**src/rtl/tlb_pkg.sv**
```systemverilog
package tlb_pkg;
  // Strobes from the control FSM to the datapath
  typedef struct packed {
    logic latchReq;   // remember a missing lookup
    logic install;    // write walker mapping into a slot
    logic sendData;   // emit a translation next cycle
    logic sendFault;  // emit a fault next cycle
    logic faultCode;  // fault type to emit
    logic fromFill;   // result page comes from the walker
    logic flushAll;   // clear every slot
    logic flushTag;   // clear slots of one tag
  } tlbStrobes_t;

  localparam logic FAULT_NOMAP = 1'b0;
  localparam logic FAULT_PRIV  = 1'b1;
endpackage

```
**src/rtl/tlb_store.sv**
```systemverilog
module tlb_store
  import tlb_pkg::*;
#(
  parameter int ENTRIES = 8,
  parameter int VPN_W   = 20,
  parameter int PPN_W   = 20,
  parameter int OFF_W   = 12,
  parameter int ASID_W  = 8
) (
  input  logic              clk,
  input  logic              rstN,
  input  tlbStrobes_t       st,
  input  logic [VPN_W-1:0]  lkVpn,
  input  logic [OFF_W-1:0]  lkOff,
  input  logic [ASID_W-1:0] lkAsid,
  input  logic              lkKernel,
  input  logic [ASID_W-1:0] flushAsidVal,
  input  logic [PPN_W-1:0]  fillPpn,
  input  logic              fillKernelOnly,
  output logic              hit,
  output logic              hitKernelOnly,
  output logic [VPN_W-1:0]  pendVpn,
  output logic [ASID_W-1:0] pendAsid,
  output logic              pendKernel,
  output logic              rspValid,
  output logic              rspFault,
  output logic              rspCode,
  output logic [PPN_W+OFF_W-1:0] rspPaddr
);
  localparam int IDX_W = (ENTRIES > 1) ? $clog2(ENTRIES) : 1;

  logic [ENTRIES-1:0] vld, kOnly, matchVec;
  logic [VPN_W-1:0]   tagVpn  [ENTRIES];
  logic [ASID_W-1:0]  tagAsid [ENTRIES];
  logic [PPN_W-1:0]   slotPpn [ENTRIES];
  logic [OFF_W-1:0]   pendOff;
  logic [IDX_W-1:0]   rrPtr, freeIdx, victim;
  logic               haveFree;
  logic [PPN_W-1:0]   hitPpn, outPpn;
  logic [OFF_W-1:0]   outOff;

  for (genvar i = 0; i < ENTRIES; i++) begin : g_match
    assign matchVec[i] = vld[i] && (tagVpn[i] == lkVpn) && (tagAsid[i] == lkAsid);
  end

  always_comb begin
    hitPpn = '0;
    hitKernelOnly = 1'b0;
    for (int i = 0; i < ENTRIES; i++) begin
      if (matchVec[i]) begin
        hitPpn        = hitPpn | slotPpn[i];
        hitKernelOnly = hitKernelOnly | kOnly[i];
      end
    end
  end
  assign hit = |matchVec;

  // Lowest empty slot first, else the round-robin pointer
  always_comb begin
    haveFree = 1'b0;
    freeIdx  = '0;
    for (int i = ENTRIES - 1; i >= 0; i--) begin
      if (!vld[i]) begin
        haveFree = 1'b1;
        freeIdx  = IDX_W'(i);
      end
    end
    victim = haveFree ? freeIdx : rrPtr;
  end

  always_ff @(posedge clk) begin
    if (!rstN) begin
      vld   <= '0;
      rrPtr <= '0;
    end else begin
      for (int i = 0; i < ENTRIES; i++) begin
        if (st.flushAll || (st.flushTag && tagAsid[i] == flushAsidVal)) vld[i] <= 1'b0;
      end
      if (st.install) begin
        vld[victim] <= 1'b1;
        if (!haveFree) rrPtr <= (rrPtr == IDX_W'(ENTRIES - 1)) ? '0 : rrPtr + 1'b1;
      end
    end
  end

  always_ff @(posedge clk) begin
    if (st.install) begin
      tagVpn[victim]  <= pendVpn;
      tagAsid[victim] <= pendAsid;
      slotPpn[victim] <= fillPpn;
      kOnly[victim]   <= fillKernelOnly;
    end
  end

  always_ff @(posedge clk) begin
    if (!rstN) begin
      pendVpn    <= '0;
      pendAsid   <= '0;
      pendOff    <= '0;
      pendKernel <= 1'b0;
    end else if (st.latchReq) begin
      pendVpn    <= lkVpn;
      pendAsid   <= lkAsid;
      pendOff    <= lkOff;
      pendKernel <= lkKernel;
    end
  end

  assign outPpn = st.fromFill ? fillPpn : hitPpn;
  assign outOff = st.fromFill ? pendOff : lkOff;

  always_ff @(posedge clk) begin
    if (!rstN) begin
      rspValid <= 1'b0;
      rspFault <= 1'b0;
      rspCode  <= 1'b0;
      rspPaddr <= '0;
    end else begin
      rspValid <= st.sendData;
      rspFault <= st.sendFault;
      rspCode  <= st.sendFault & st.faultCode;
      rspPaddr <= st.sendData ? {outPpn, outOff} : '0;
    end
  end
endmodule

```
**src/rtl/tlb_ctrl.sv**
```systemverilog
module tlb_ctrl
  import tlb_pkg::*;
(
  input  logic        clk,
  input  logic        rstN,
  input  logic        reqValid,
  input  logic        reqKernel,
  input  logic        hit,
  input  logic        hitKernelOnly,
  input  logic        pendKernel,
  input  logic        walkRspValid,
  input  logic        walkRspFound,
  input  logic        walkRspKernelOnly,
  input  logic        flushAllIn,
  input  logic        flushAsidIn,
  output tlbStrobes_t st,
  output logic        reqReady,
  output logic        walkReq
);
  typedef enum logic {S_IDLE, S_WALK} state_t;
  state_t state, nextState;
  logic accept;

  assign reqReady = (state == S_IDLE);
  assign walkReq  = (state == S_WALK);
  assign accept   = reqValid && reqReady;

  always_comb begin
    st          = '0;
    st.flushAll = flushAllIn;
    st.flushTag = flushAsidIn;
    nextState   = state;
    if (accept) begin
      if (hit) begin
        if (!reqKernel && hitKernelOnly) begin
          st.sendFault = 1'b1;
          st.faultCode = FAULT_PRIV;
        end else begin
          st.sendData = 1'b1;
        end
      end else begin
        st.latchReq = 1'b1;
        nextState   = S_WALK;
      end
    end
    if (walkReq && walkRspValid) begin
      nextState = S_IDLE;
      if (walkRspFound) begin
        st.install  = 1'b1;
        st.fromFill = 1'b1;
        if (!pendKernel && walkRspKernelOnly) begin
          st.sendFault = 1'b1;
          st.faultCode = FAULT_PRIV;
        end else begin
          st.sendData = 1'b1;
        end
      end else begin
        st.sendFault = 1'b1;
        st.faultCode = FAULT_NOMAP;
      end
    end
  end

  always_ff @(posedge clk) begin
    if (!rstN) state <= S_IDLE;
    else       state <= nextState;
  end
endmodule

```
**src/rtl/tagged_tlb.sv**
```systemverilog
module tagged_tlb
  import tlb_pkg::*;
#(
  parameter int ENTRIES = 8,
  parameter int VPN_W   = 20,
  parameter int PPN_W   = 20,
  parameter int OFF_W   = 12,
  parameter int ASID_W  = 8,
  localparam int VA_W   = VPN_W + OFF_W,
  localparam int PA_W   = PPN_W + OFF_W
) (
  input  logic              clk,
  input  logic              rstN,
  input  logic              reqValid,
  output logic              reqReady,
  input  logic [VA_W-1:0]   reqVaddr,
  input  logic              reqKernel,
  input  logic [ASID_W-1:0] reqAsid,
  output logic              rspValid,
  output logic [PA_W-1:0]   rspPaddr,
  output logic              rspFault,
  output logic              rspCode,
  output logic              walkReq,
  output logic [VPN_W-1:0]  walkVpn,
  output logic [ASID_W-1:0] walkAsid,
  input  logic              walkRspValid,
  input  logic              walkRspFound,
  input  logic [PPN_W-1:0]  walkRspPpn,
  input  logic              walkRspKernelOnly,
  input  logic              flushAll,
  input  logic              flushAsid,
  input  logic [ASID_W-1:0] flushAsidVal
);
  tlbStrobes_t st;
  logic hit, hitKernelOnly, pendKernel;

  tlb_ctrl u_ctrl (
    .clk(clk), .rstN(rstN), .reqValid(reqValid), .reqKernel(reqKernel),
    .hit(hit), .hitKernelOnly(hitKernelOnly), .pendKernel(pendKernel),
    .walkRspValid(walkRspValid), .walkRspFound(walkRspFound),
    .walkRspKernelOnly(walkRspKernelOnly), .flushAllIn(flushAll),
    .flushAsidIn(flushAsid), .st(st), .reqReady(reqReady), .walkReq(walkReq)
  );

  tlb_store #(
    .ENTRIES(ENTRIES), .VPN_W(VPN_W), .PPN_W(PPN_W), .OFF_W(OFF_W), .ASID_W(ASID_W)
  ) u_store (
    .clk(clk), .rstN(rstN), .st(st),
    .lkVpn(reqVaddr[VA_W-1:OFF_W]), .lkOff(reqVaddr[OFF_W-1:0]),
    .lkAsid(reqAsid), .lkKernel(reqKernel), .flushAsidVal(flushAsidVal),
    .fillPpn(walkRspPpn), .fillKernelOnly(walkRspKernelOnly),
    .hit(hit), .hitKernelOnly(hitKernelOnly),
    .pendVpn(walkVpn), .pendAsid(walkAsid), .pendKernel(pendKernel),
    .rspValid(rspValid), .rspFault(rspFault), .rspCode(rspCode), .rspPaddr(rspPaddr)
  );
endmodule

```
**config.mk**
```make
export PLATFORM = sky130hd
export DESIGN_NAME = tagged_tlb
export DESIGN_NICKNAME = d
export VERILOG_FILES = /design/src/rtl/tlb_pkg.sv /design/src/rtl/tlb_store.sv /design/src/rtl/tlb_ctrl.sv /design/src/rtl/tagged_tlb.sv
export SDC_FILE = /design/constraint.sdc
export NUM_CORES = 1
export LEC_CHECK = 0
export BUFFER_PORTS_ARGS = -buffer_cell sky130_fd_sc_hd__buf_4
export CORE_ASPECT_RATIO = 0.75
export CORE_UTILIZATION = 31
export CTS_BUF_LIST = sky130_fd_sc_hd__clkbuf_16
export CTS_CLUSTER_DIAMETER = 40
export CTS_CLUSTER_SIZE = 8
export DETAILED_ROUTE_END_ITERATION = 6
export PLACE_DENSITY = 0.45
export SLEW_MARGIN = 30
export SYNTH_ARGS = -nofsm -noshare
export SYNTH_HDL_FRONTEND = slang
export SYNTH_HIERARCHICAL = 1
export SYNTH_SLANG_ARGS = --single-unit
```
**constraint.sdc**
```tcl
create_clock -name clk -period 9.95 [get_ports clk]
set_input_delay 1.99 -clock clk [delete_from_list [all_inputs] [get_ports clk]]
set_output_delay 1.99 -clock clk [all_outputs]
set_load 0.02 [all_outputs]
```
; Word-level counts from Yosys, hierarchy flattened
; Memory sizes are Yosys's and may differ from the RTL's.
; Index checks and enable logic that the tools add are counted.
[totals]
reg_bits = 96
mem_bits_rw = 384
in_bits = 77
output_inout_bits = 65
memories = 3
[classes]
add_sub_neg = 1
magnitude_cmp = 2
eq_ne = 25
muxes = 70
bitwise = 20
n_reduce_logical = 44
[memory_table]
columns = name, words, width, rd, rd_ports_with_merged_regs, write_ports, line_no
row1 = u_store.slotPpn, 8, 20, 8, 0, 1, tlb_store.sv:35  ; logic [PPN_W-1:0] slotPpn [ENTRIES];
row2 = u_store.tagVpn, 8, 20, 8, 0, 1, tlb_store.sv:33  ; logic [VPN_W-1:0] tagVpn [ENTRIES];
row3 = u_store.tagAsid, 8, 8, 8, 0, 1, tlb_store.sv:34  ; logic [ASID_W-1:0] tagAsid [ENTRIES];
[ops]
columns = op, n
row1 = 2-to-1 mux 20 bit, 9
row2 = == test 20 bit, 8
row3 = bitwise OR 20 bit, 7
row4 = == test 8 bit, 16
row5 = 2-to-1 mux 1 bit, 40
row6 = 2-to-1 mux 3 bit, 12
row7 = logical AND 1 bit, 29
row8 = 2-to-1 mux 12 bit, 1
row9 = bitwise mux 8 bit, 1
row10 = logical OR 1 bit, 8
row11 = 2-to-1 mux 2 bit, 4
row12 = 2-to-1 mux 8 bit, 1
row13 = bitwise OR 8 bit, 1
row14 = OR reduction 8 bit, 1
row15 = bitwise OR 1 bit, 7
row16 = AND reduction 2 bit, 3
row17 = 2-to-1 mux 5 bit, 1
row18 = "less-than comparator 3 x 4 -> 1 bit, second input constant", 1
row19 = inverter 1 bit, 4
row20 = "adder 3 x 1 -> 3 bit, second input constant", 1
row21 = demux 1 bit (select 3 bit), 1
row22 = "== test 3 bit, second input constant", 1
row23 = ">= comparator 3 x 1 -> 1 bit, second input constant", 1
row24 = zero test 1 bit, 2
row25 = 2 further kinds, 2

; Logic depth before layout (Yosys ltp)
; Gate-level depths: netlist of run 1.
[logic_depth]
ltp_word = 27
depth_mapped = 15
depth_no_buf = 12

; By module
; Netlist of run 1, hierarchy kept.
[by_module_without_submodules]
columns = module, instances, cells_each, area_each_um2, seq_area_each_um2
row1 = tlb_store, 1, 1468, 20249.4, 13513.0
row2 = tlb_ctrl, 1, 20, 148.9, 20.0

; Worst setup path before layout of run 1
; Ideal clock, no wire load.
[synth_timing]
path_type = input -> register
startpoint = input port walkRspFound
endpoint = register u_store.kOnly[0] (enable)
setup_ns = 0.519
arrival_time_ns = 6.186
slack_ns = 3.245
cell_stages = 6
path_buffers = 1
path_cell_list = nand3_1 inv_1 buf_4 o21ai_0 or2_2 nor3_1
[synth_lines]
columns = element, line_no
row1 = "start, declared", tagged_tlb.sv:27  ; input logic walkRspFound,
row2 = "end signal, assigned by index", tlb_store.sv:91  ; kOnly[victim] <= fillKernelOnly;
row3 = "end, declared", tlb_store.sv:32  ; logic [ENTRIES-1:0] vld, kOnly, matchVec;

==> flow_summary.yaml, run 1 <==
hold_path:
  hold_path.class: "register to register"
  min-delay-start: "u_store/pendKernel$_SDFFE_PN0P_"
  hold_depth: 2
  min_to: "u_store/pendKernel$_SDFFE_PN0P_"
die:
  die_x_um: 298.2
  die_h_um: 224.2
  core_um2: 65170
  rows: 81
  io_pins: 142
  initial_core_util: 0.3130
  dieArea_um2: 66840
route:
  vias: 13150
  wl_per_cell_um: 26.19
  postRouteAntennaNets: 0
  wirelength_um: 67820
  drt_iter0_drc: 1277
  drc_errors: 0
  first_pass_iters: 5
  via_per_inst: 5.077
timing:
  finalSetupViolCount: 0
  max_freq_mhz: 164.3
  slew_viol_final: 0
  clock_skew_ns: 0.03388
  finalHoldViolations: 0
  rsz0062_at_grt: "false"
  worst_slew_pin_slew_ns: 1.037
  period_needed_ns: 6.086
  fin_crit_sh: 0.6116
  slew_headroom: 0.3026
  setup_tns_ns: 0
clock_tree:
  clk_latency_ns: 0.62
  cts_setup_buffers: 0
  htreeDepth: 3
  clkTransAtPathRegs_ns: 0.04
  ctsHoldBuffers: 0
  cts_root_buf: "clkbuf_16"
  cts_buffers: 86
  cts_sinks: 480
  clk_path_buf_depth: 3
  cts.repair.resized: 0
  cts_tree: "yes"
layout:
  n_fill_cell: 6169
  nets: 1732
  seq_area_um2: 13530
  fin_util: 0.3838
  multi_input_area_um2: 6157
  layout-drive-gt1-share: 0.1851
  area_delta_synth_final_pct: 22.62
grt:
  grt_max_degree: 49
  grt_usage: 0.2036
  antenna_found_initial: 1
  globalRouteOverflowTotal: 0
  grt_pass1_wl_um: 97230
  first_global_vias: 13139
logic_synthesis:
  synthTopCellsByCount: "edfxtp_1 (392), xor2_1 (190), xnor2_1 (93), dfxtp_1 (88), inv_1 (78)"
  yosysWarnings: 6
  seq_area_frac_synth: 0.6634
  syn_nets: 1567
  syn_area_um2: 20400
  synth_top_area_frac: 0.5771
  ys_ff_latch: 480
  ys_types: 60
  syn_area_per_cell_um2: 13.71
  syn-instance-count: 1488
  yosys.area.top_type: "edfxtp_1"
  synth_area_leaders: "edfxtp_1 (58%), dfxtp_1 (8.6%), xor2_1 (8.2%), xnor2_1 (4.0%), mux2i_1 (2.6%)"
  synth_most_common_cell: "edfxtp_1"
  synth_ff_type: "edfxtp_1"
  synth_edf_count: 392
  async_reset_ff_frac: 0
setup_path:
  endpoint_kind: "register"
  cp_max_fo: 21
  required_ns: 10.46
  arrival_ns: 6.59
  r2r_slack_ns: 5.07
  reg2regPathDepth: 12
  startpoint_type: "input pin"
  r2r-end: "u_store/rspPaddr[17]$_SDFF_PN0_"
  reg2reg_from: "u_store/tagAsid[0][5]$_DFFE_PP_"
  critPathKind: "input pin to register"
power_and_ir_drop:
  p_leak_nw: 8.813
  worst_ir_drop_vdd_mv: 0.09480
  power_density_nw_per_um2: 204.7
placed_design:
  port_buffers: 141
  gp_congestion: 0.8337
  dp.final_hpwl_um: 43940
flow_run:
  maxCapViolCount: 0
run_status:
  outcome: "finished clean"
## worst max-delay path by stage
stage                      start                              end  slack [ns]  cells after the start
finish              reqVaddr[15]  u_store/rspPaddr[17]$_SDFF_PN0_        3.86                     13
global route        reqVaddr[15]  u_store/rspPaddr[17]$_SDFF_PN0_        3.77                     13
detailed placement  reqVaddr[15]  u_store/rspPaddr[17]$_SDFF_PN0_        3.39                     13
global placement      reqAsid[2]  u_store/rspPaddr[18]$_SDFF_PN0_        3.40                     13
floorplan           walkRspFound       u_store/kOnly[0]$_DFFE_PP_        3.25                      6
CTS                 reqVaddr[15]  u_store/rspPaddr[17]$_SDFF_PN0_        4.02                     13
## cell families (layout without fill, tap and decap cells)
kind of cell / count (synthesis) / in the layout / synth area share
flops: 480 / 480 / 0.6634
simple gates: 343 / 343 / 0.09366
xor+xnor: 283 / 283 / 0.1215
buf+inv: 174 / 404 / 0.03785
compound gates: 153 / 153 / 0.05631
mux: 53 / 53 / 0.02601
fa+ha+maj: 2 / 2 / 0.001227
other cells: 0 / 1 / 0
## flip-flops by register name, indices dropped and copies added (netlist names), 8 cells and up
| register | flops |
|---|---|
| u_store/slotPpn | 160 |
| u_store/tagVpn | 160 |
| u_store/tagAsid | 64 |
| u_store/rspPaddr | 32 |
| u_store/vld | 8 |
| u_store/kOnly | 8 |
| u_store/pendOff | 12 |
| u_store/pendVpn | 20 |
| u_store/pendAsid | 8 |
## per-layer routing
| metal | track usage | share of wire |
|---|---|---|
| met1 | 0.2993 | 0.47 |
| met4 | 0.04847 | 0.020 |
| met2 | 0.2930 | 0.42 |
| met3 | 0.05741 | 0.081 |
| met5 | 0 | 0 |
## worst max-delay path, cell delays in order
cell,delay [ns]
buf_4,0.18
xnor2_1,0.34
nand4_1,0.69
or4_1,1.01
nor2_1,0.31
nor4_1,0.08
nand2_1,0.18
nand3_2,0.14
o21ai_2,0.12
nand2_1,0.31
inv_1,0.76
o21ai_0,0.23
a21oi_1,0.22
## cells in the final DEF (no fill, tap or decap), types with 14 or more instances in the layout
cell       synthesis  layout
edfxtp_1         392     392
xor2_1           190     190
buf_4              6     172
inv_1             78      97
xnor2_1           93      93
dfxtp_1           88      88
clkbuf_16          0      87
nor2_1            64      63
nor4_1            64      63
nor3_1            62      61
mux2i_1           53      53
nand3_1           45      45
nand4_1           40      40
a21oi_1           30      28
o21ai_0           25      25
a2111oi_0         20      20
o32ai_1           18      18
a41o_1            17      17
a211oi_1          15      15
clkinv_2           0      14
or4_1             14      14
## layout make-up
cell class | count | area share
diodes | 1 | 0.0001000
clock buffers | 87 | 0.08704
repair buffers | 173 | 0.05272
inverters | 78 | 0.01176
well taps | 871 | 0.04357
multi-input cells | 834 | 0.2462
flip-flops and latches | 480 | 0.5410
clock inverters | 66 | 0.01761
## per-stage QoR
| stage | worst slack (ns) | cells | hold slack (ns) | cell area [um2] | power [mW] |
|---|---|---|---|---|---|
| after floorplan | 3.245 | 1488 | 0.4501 | 20400 | 2.376 |
| after global placement | 3.400 | 2435 | 0.4731 | 22350 | 2.498 |
| after detailed placement | 3.390 | 2436 | 0.4825 | 22390 | 2.500 |
| after CTS | 4.019 | 2589 | 0.4924 | 25010 | 5.183 |
| after global routing | 3.767 | 2589 | 0.5155 | 25010 | 5.287 |
| final | 3.865 | 2590 | 0.4905 | 25010 | 5.121 |
## power by group
| part | internal, mW | total (mW) | switching, mW |
|---|---|---|---|
| Sequential | 2.19 | 2.23 | 0.0313 |
| Combinational | 0.0846 | 0.236 | 0.151 |
| Clock | 1.67 | 2.66 | 0.986 |
(Power assumes the default switching activity.)
==> inputs of run 2 (changes only) <==
--- a/config.mk
+++ b/config.mk
@@ -12,7 +12,7 @@
 export CTS_CLUSTER_DIAMETER = 40
 export CTS_CLUSTER_SIZE = 8
 export DETAILED_ROUTE_END_ITERATION = 6
-export PLACE_DENSITY = 0.45
+export PLACE_DENSITY = 0.46
 export SLEW_MARGIN = 30
 export SYNTH_ARGS = -nofsm -noshare
 export SYNTH_HDL_FRONTEND = slang
==> constraint.sdc (replaced) <==
create_clock -name clk -period 5.43 [get_ports clk]
set_input_delay 1.086 -clock clk [delete_from_list [all_inputs] [get_ports clk]]
set_output_delay 1.086 -clock clk [all_outputs]
set_load 0.02 [all_outputs]
==> flow_summary.yaml, run 2 (synthesized netlist as in run 1, its figures left out) <==
run_status:
  outcome: "finished clean"
power_and_ir_drop:
  worst_ir_drop_vdd_mv: 0.2038
  p_leak_nw: 8.863
  power_density_nw_per_um2: 369.9
route:
  via_per_inst: 5.141
  postRouteAntennaNets: 0
  top_layer: "met4"
  wl_met3_um: 5191
  drc_errors: 0
  wirelength_um: 68390
  drt_iter0_drc: 1287
  vias: 13378
  wl_per_cell_um: 26.28
  wl_met1_um: 33030
  first_pass_iters: 5
  dr_wl_met2_um: 29160
clock_tree:
  cts_tree: "yes"
  htreeDepth: 3
  cts_setup_buffers: 0
  cts_root_buf: "clkbuf_16"
  cts.repair.resized: 0
  cts_sinks: 480
  cts_buffers: 83
  clkTransAtPathRegs_ns: 0.05
  ctsHoldBuffers: 0
  clk_latency_ns: 0.63
  clk_path_buf_depth: 3
setup_path:
  required_ns: 5.97
  endpoint_kind: "register"
  reg2reg_from: "u_store/tagAsid[4][5]$_DFFE_PP_"
  reg2regPathDepth: 14
  crit_chain: "buf_4 -> xor2_1 -> nor4_1 -> nand4_1 -> buf_4 -> nor2_2 -> nor4_1 -> nand2_1 -> nand3_2 -> o21ai_2 -> nand2_1 -> inv_1 -> buf_4 -> o21ai_0 -> a21oi_1"
  critPathKind: "input pin to register"
  cp_max_fo: 21
  cpMostUsedCell: "buf_4"
  startpoint_type: "input pin"
  r2r-end: "u_store/rspPaddr[18]$_SDFF_PN0_"
  crit_path_max_incr_delay_ns: 0.76
  r2r_slack_ns: 1.67
  arrival_ns: 4.56
  worst_path_max_delay_cell: "nor4_1"
die:
  dieArea_um2: 66840
  initial_core_util: 0.3130
  die_h_um: 224.2
  die_x_um: 298.2
  core_um2: 65170
  io_pins: 142
  rows: 81
hold_path:
  min-delay-start: "u_store/pendOff[10]$_SDFFE_PN0P_"
  hold_path.class: "register to register"
  hold_depth: 2
  min_to: "u_store/pendOff[10]$_SDFFE_PN0P_"
timing:
  hold_ws_ns: 0.4943
  slew_viol_final: 0
  worst_slew_pin_slew_ns: 0.9803
  slew_headroom: 0.3404
  finalSetupViolCount: 0
  fin_crit_sh: 0.7409
  rsz0062_at_grt: "false"
  clock_skew_ns: 0.02195
  layout_setup_ws_ns: 1.407
  period_needed_ns: 4.023
  setup_tns_ns: 0
  finalHoldViolations: 0
  max_freq_mhz: 248.6
placed_design:
  place_ws_ns: 0.8761
  port_buffers: 141
  gp_congestion: 0.8278
  dp.final_hpwl_um: 45140
layout:
  nets: 1740
  reg_top3: "u_store/slotPpn (160), u_store/tagVpn (160), u_store/tagAsid (64)"
  area_delta_synth_final_pct: 22.93
  layout-drive-gt1-share: 0.1855
  final_cell_mix: "edfxtp_1 (392), xor2_1 (190), buf_4 (178)"
  layout_commonest_cell: "edfxtp_1"
grt:
  globalRouteOverflowTotal: 0
  antenna_found_initial: 2
  grt_usage: 0.2042
  grt_max_degree: 49
  grt_pass1_wl_um: 98190
  first_global_vias: 13261
flow_run:
  maxCapViolCount: 0
-- run 2: how the worst max path moves through the flow --
stage,to,from
global placement,u_store/rspPaddr[18]$_SDFF_PN0_,reqAsid[5]
CTS,u_store/rspPaddr[18]$_SDFF_PN0_,reqAsid[5]
global route,u_store/rspPaddr[18]$_SDFF_PN0_,reqAsid[5]
floorplan,u_store/kOnly[1]$_DFFE_PP_,walkRspFound
finish,u_store/rspPaddr[18]$_SDFF_PN0_,reqAsid[5]
detailed placement,u_store/rspPaddr[18]$_SDFF_PN0_,reqAsid[5]
-- run 2: through the flow --
stage,power (mW),std cells,area [um2],utilization
CTS,9.373,2601,25070,0.3848
floorplan,4.354,1488,20400,-
global route,9.561,2602,25080,0.3848
detailed placement,4.582,2447,22520,0.3455
global placement,4.581,2447,22520,0.3455
finish,9.277,2602,25080,0.3848
-- run 2: critical path, delay by kind of cell --
family                 cells  cell delay, ns
AO/OA/AOI/OAI              3            0.43
XOR/XNOR                   1            0.20
buffers and inverters      4            0.76
AND/OR/NAND/NOR            7            2.07
-- run 2: layout make-up --
cell class / instances / area (um2)
clock buffers: 86 / 2152
flip-flops and latches: 480 / 13530
inverters: 78 / 295.3
fillers: 6132 / 40090
diodes: 1 / 2.502
well taps: 871 / 1090
repair buffers: 184 / 1456
clock inverters: 68 / 404.1
multi-input cells: 834 / 6143
-- run 2: per-layer routing --
metal / global-route usage / up-vias
met3: 0.04713 / 85
met1: 0.3075 / 6873
met5: 0 / -
met2: 0.2950 / 528
li1: - / 5892
met4: 0.04433 / 0
-- run 2: power by group --
part | switching, mW | internal [mW]
sequential | 0.0594 | 4.02
combinational | 0.277 | 0.157
clock | 1.78 | 2.98
==> inputs of run 3 (changes only) <==
--- a/config.mk
+++ b/config.mk
@@ -12,7 +12,7 @@
 export CTS_CLUSTER_DIAMETER = 40
 export CTS_CLUSTER_SIZE = 8
 export DETAILED_ROUTE_END_ITERATION = 6
-export PLACE_DENSITY = 0.46
+export PLACE_DENSITY = 0.45
 export SLEW_MARGIN = 30
 export SYNTH_ARGS = -nofsm -noshare
 export SYNTH_HDL_FRONTEND = slang
==> constraint.sdc (replaced) <==
create_clock -name clk -period 4.05 [get_ports clk]
set_input_delay 0.81 -clock clk [delete_from_list [all_inputs] [get_ports clk]]
set_output_delay 0.81 -clock clk [all_outputs]
set_load 0.02 [all_outputs]
==> flow_summary.yaml, run 3 (synthesized netlist as in run 1, its figures left out) <==
run_status:
  outcome: "finished clean"
layout:
  nets: 1794
  n_fill_cell: 6120
  reg_top3: "u_store/slotPpn (160), u_store/tagVpn (160), u_store/tagAsid (64)"
  multi_input_area_um2: 6150
  instances_no_fill: 2656
  fin_util: 0.3932
  n_antenna_cell: 0
  layout-drive-gt1-share: 0.2112
  seq_area_um2: 13530
  area_delta_synth_final_pct: 25.61
  layout_commonest_cell: "edfxtp_1"
  final_cell_mix: "edfxtp_1 (392), buf_4 (228), xor2_1 (190)"
timing:
  setup_tns_ns: 0
  slew_headroom: 0.4136
  worst_slew_pin_slew_ns: 0.8767
  period_needed_ns: 3.356
  finalSetupViolCount: 0
  slew_viol_final: 0
  finalHoldViolations: 0
  rsz0062_at_grt: "false"
  clock_skew_ns: 0.01949
  max_freq_mhz: 298.0
  layout_setup_ws_ns: 0.6945
  fin_crit_sh: 0.8285
setup_path:
  crit_path_start: "reqAsid[5]"
  r2r-end: "u_store/pendOff[9]$_SDFFE_PN0P_"
  arrival_ns: 3.82
  critPathKind: "input pin to register"
  reg2reg_from: "u_store/tagAsid[6][1]$_DFFE_PP_"
  required_ns: 4.51
  endpoint_kind: "register"
  reg2regPathDepth: 12
  r2r_slack_ns: 0.72
  startpoint_type: "input pin"
  cp_max_fo: 7
die:
  core_um2: 65170
  rows: 81
  die_x_um: 298.2
  dieArea_um2: 66840
  initial_core_util: 0.3130
  io_pins: 142
  die_h_um: 224.2
power_and_ir_drop:
  worst_ir_drop_vdd_mv: 0.2969
  p_int_mw: 9.836
  switching_share: 0.2253
  p_switching_mw: 2.860
  seq_power_share: 0.431
  clkPwrFrac: 0.521
  power_density_nw_per_um2: 495.5
  comb_power_share: 0.049
  p_leak_nw: 9.173
  finalPower_mw: 12.70
placed_design:
  port_buffers: 141
  dp.final_hpwl_um: 45370
  gp_congestion: 0.8346
  place_ws_ns: 0.05266
  dp.cells: 2500
route:
  via_per_inst: 5.050
  drt_iter0_drc: 1168
  vias: 13412
  postRouteAntennaNets: 0
  wl_per_cell_um: 25.95
  first_pass_iters: 5
  drc_errors: 0
  wirelength_um: 68930
clock_tree:
  htreeDepth: 3
  cts_setup_buffers: 0
  ctsHoldBuffers: 0
  cts.repair.resized: 0
  cts_tree: "yes"
  clk_path_buf_depth: 3
  cts_root_buf: "clkbuf_16"
  cts_buffers: 84
  cts_sinks: 480
  clk_latency_ns: 0.62
  clkTransAtPathRegs_ns: 0.05
hold_path:
  min_to: "u_store/slotPpn[2][9]$_DFFE_PP_"
  hold_path.class: "input pin to register"
  min-delay-start: "walkRspPpn[9]"
  hold_depth: 1
grt:
  grt_max_degree: 49
  antenna_found_initial: 1
  grt_pass1_wl_um: 97080
  globalRouteOverflowTotal: 0
  grt_usage: 0.2040
  first_global_vias: 13005
flow_run:
  maxCapViolCount: 0
[run 3: cell types whose count changed in the layout (fill, tap and decap cells not counted), moves of 3 or more]
cell / change
buf_12: +3
clkinv_2: -3
buf_4: +50
inv_6: -3
[run 3: how the worst max path moves through the flow]
stage / slack, ns / depth (start not counted) / to
3_5_place_dp: 0.05 / 17 / u_store/rspPaddr[20]$_SDFF_PN0_
5_1_grt: 0.44 / 14 / u_store/pendOff[10]$_SDFFE_PN0P_
2_1_floorplan: 0.05 / 6 / u_store/kOnly[0]$_DFFE_PP_
3_3_place_gp: 0.002 / 17 / u_store/rspPaddr[20]$_SDFF_PN0_
6_report: 0.69 / 14 / u_store/pendOff[9]$_SDFFE_PN0P_
4_1_cts: 0.64 / 16 / u_store/rspPaddr[20]$_SDFF_PN0_
[run 3: power by group through the flow]
| stage | Sequential [mW] | Clock, mW | Combinational [mW] |
|---|---|---|---|
| finish | 5.47 | 6.61 | 0.617 |
| global route | 5.47 | 6.92 | 0.654 |
| CTS | 5.47 | 6.72 | 0.618 |
| detailed placement | 5.57 | 0 | 0.614 |
| global placement | 5.56 | 0 | 0.614 |
| floorplan | 5.54 | 0 | 0.295 |
[run 3: routing by layer]
layer / vias to the layer above / track usage / part of all wire
met2: 474 / 0.2887 / 0.42
li1: 6015 / - / -
met1: 6832 / 0.3093 / 0.50
met4: 2 / 0.05161 / 0.020
met3: 89 / 0.04723 / 0.067
met5: - / 0 / 0.00019
[run 3: cell type report]
cell class,count,share of cell area
Clock inverter,68,0.01797
Clock buffer,88,0.08595
Sequential cell,480,0.5282
Multi-Input combinational cell,834,0.2400
Tap cell,871,0.04253
Timing Repair Buffer,237,0.07384
Inverter,78,0.01152
[run 3: critical path, stage by stage]
cell and delay, ns:
buf_4 0.16, buf_4 0.17, xor2_1 0.38, nor4_1 0.13, nand4_1 0.12, buf_4 0.16
nor2_1 0.10, nor4_1 0.29, nand2_1 0.19, buf_4 0.19, nor3b_4 0.56, buf_4 0.30
mux2i_1 0.21, nor2_1 0.05
[run 3: stage by stage]
step	hold slack, ns	cell area, um2
after floorplan	0.4501	20410
after global placement	0.4732	22950
after detailed placement	0.4895	22950
after CTS	0.4128	25620
after global routing	0.4231	25620
final	0.4464	25620
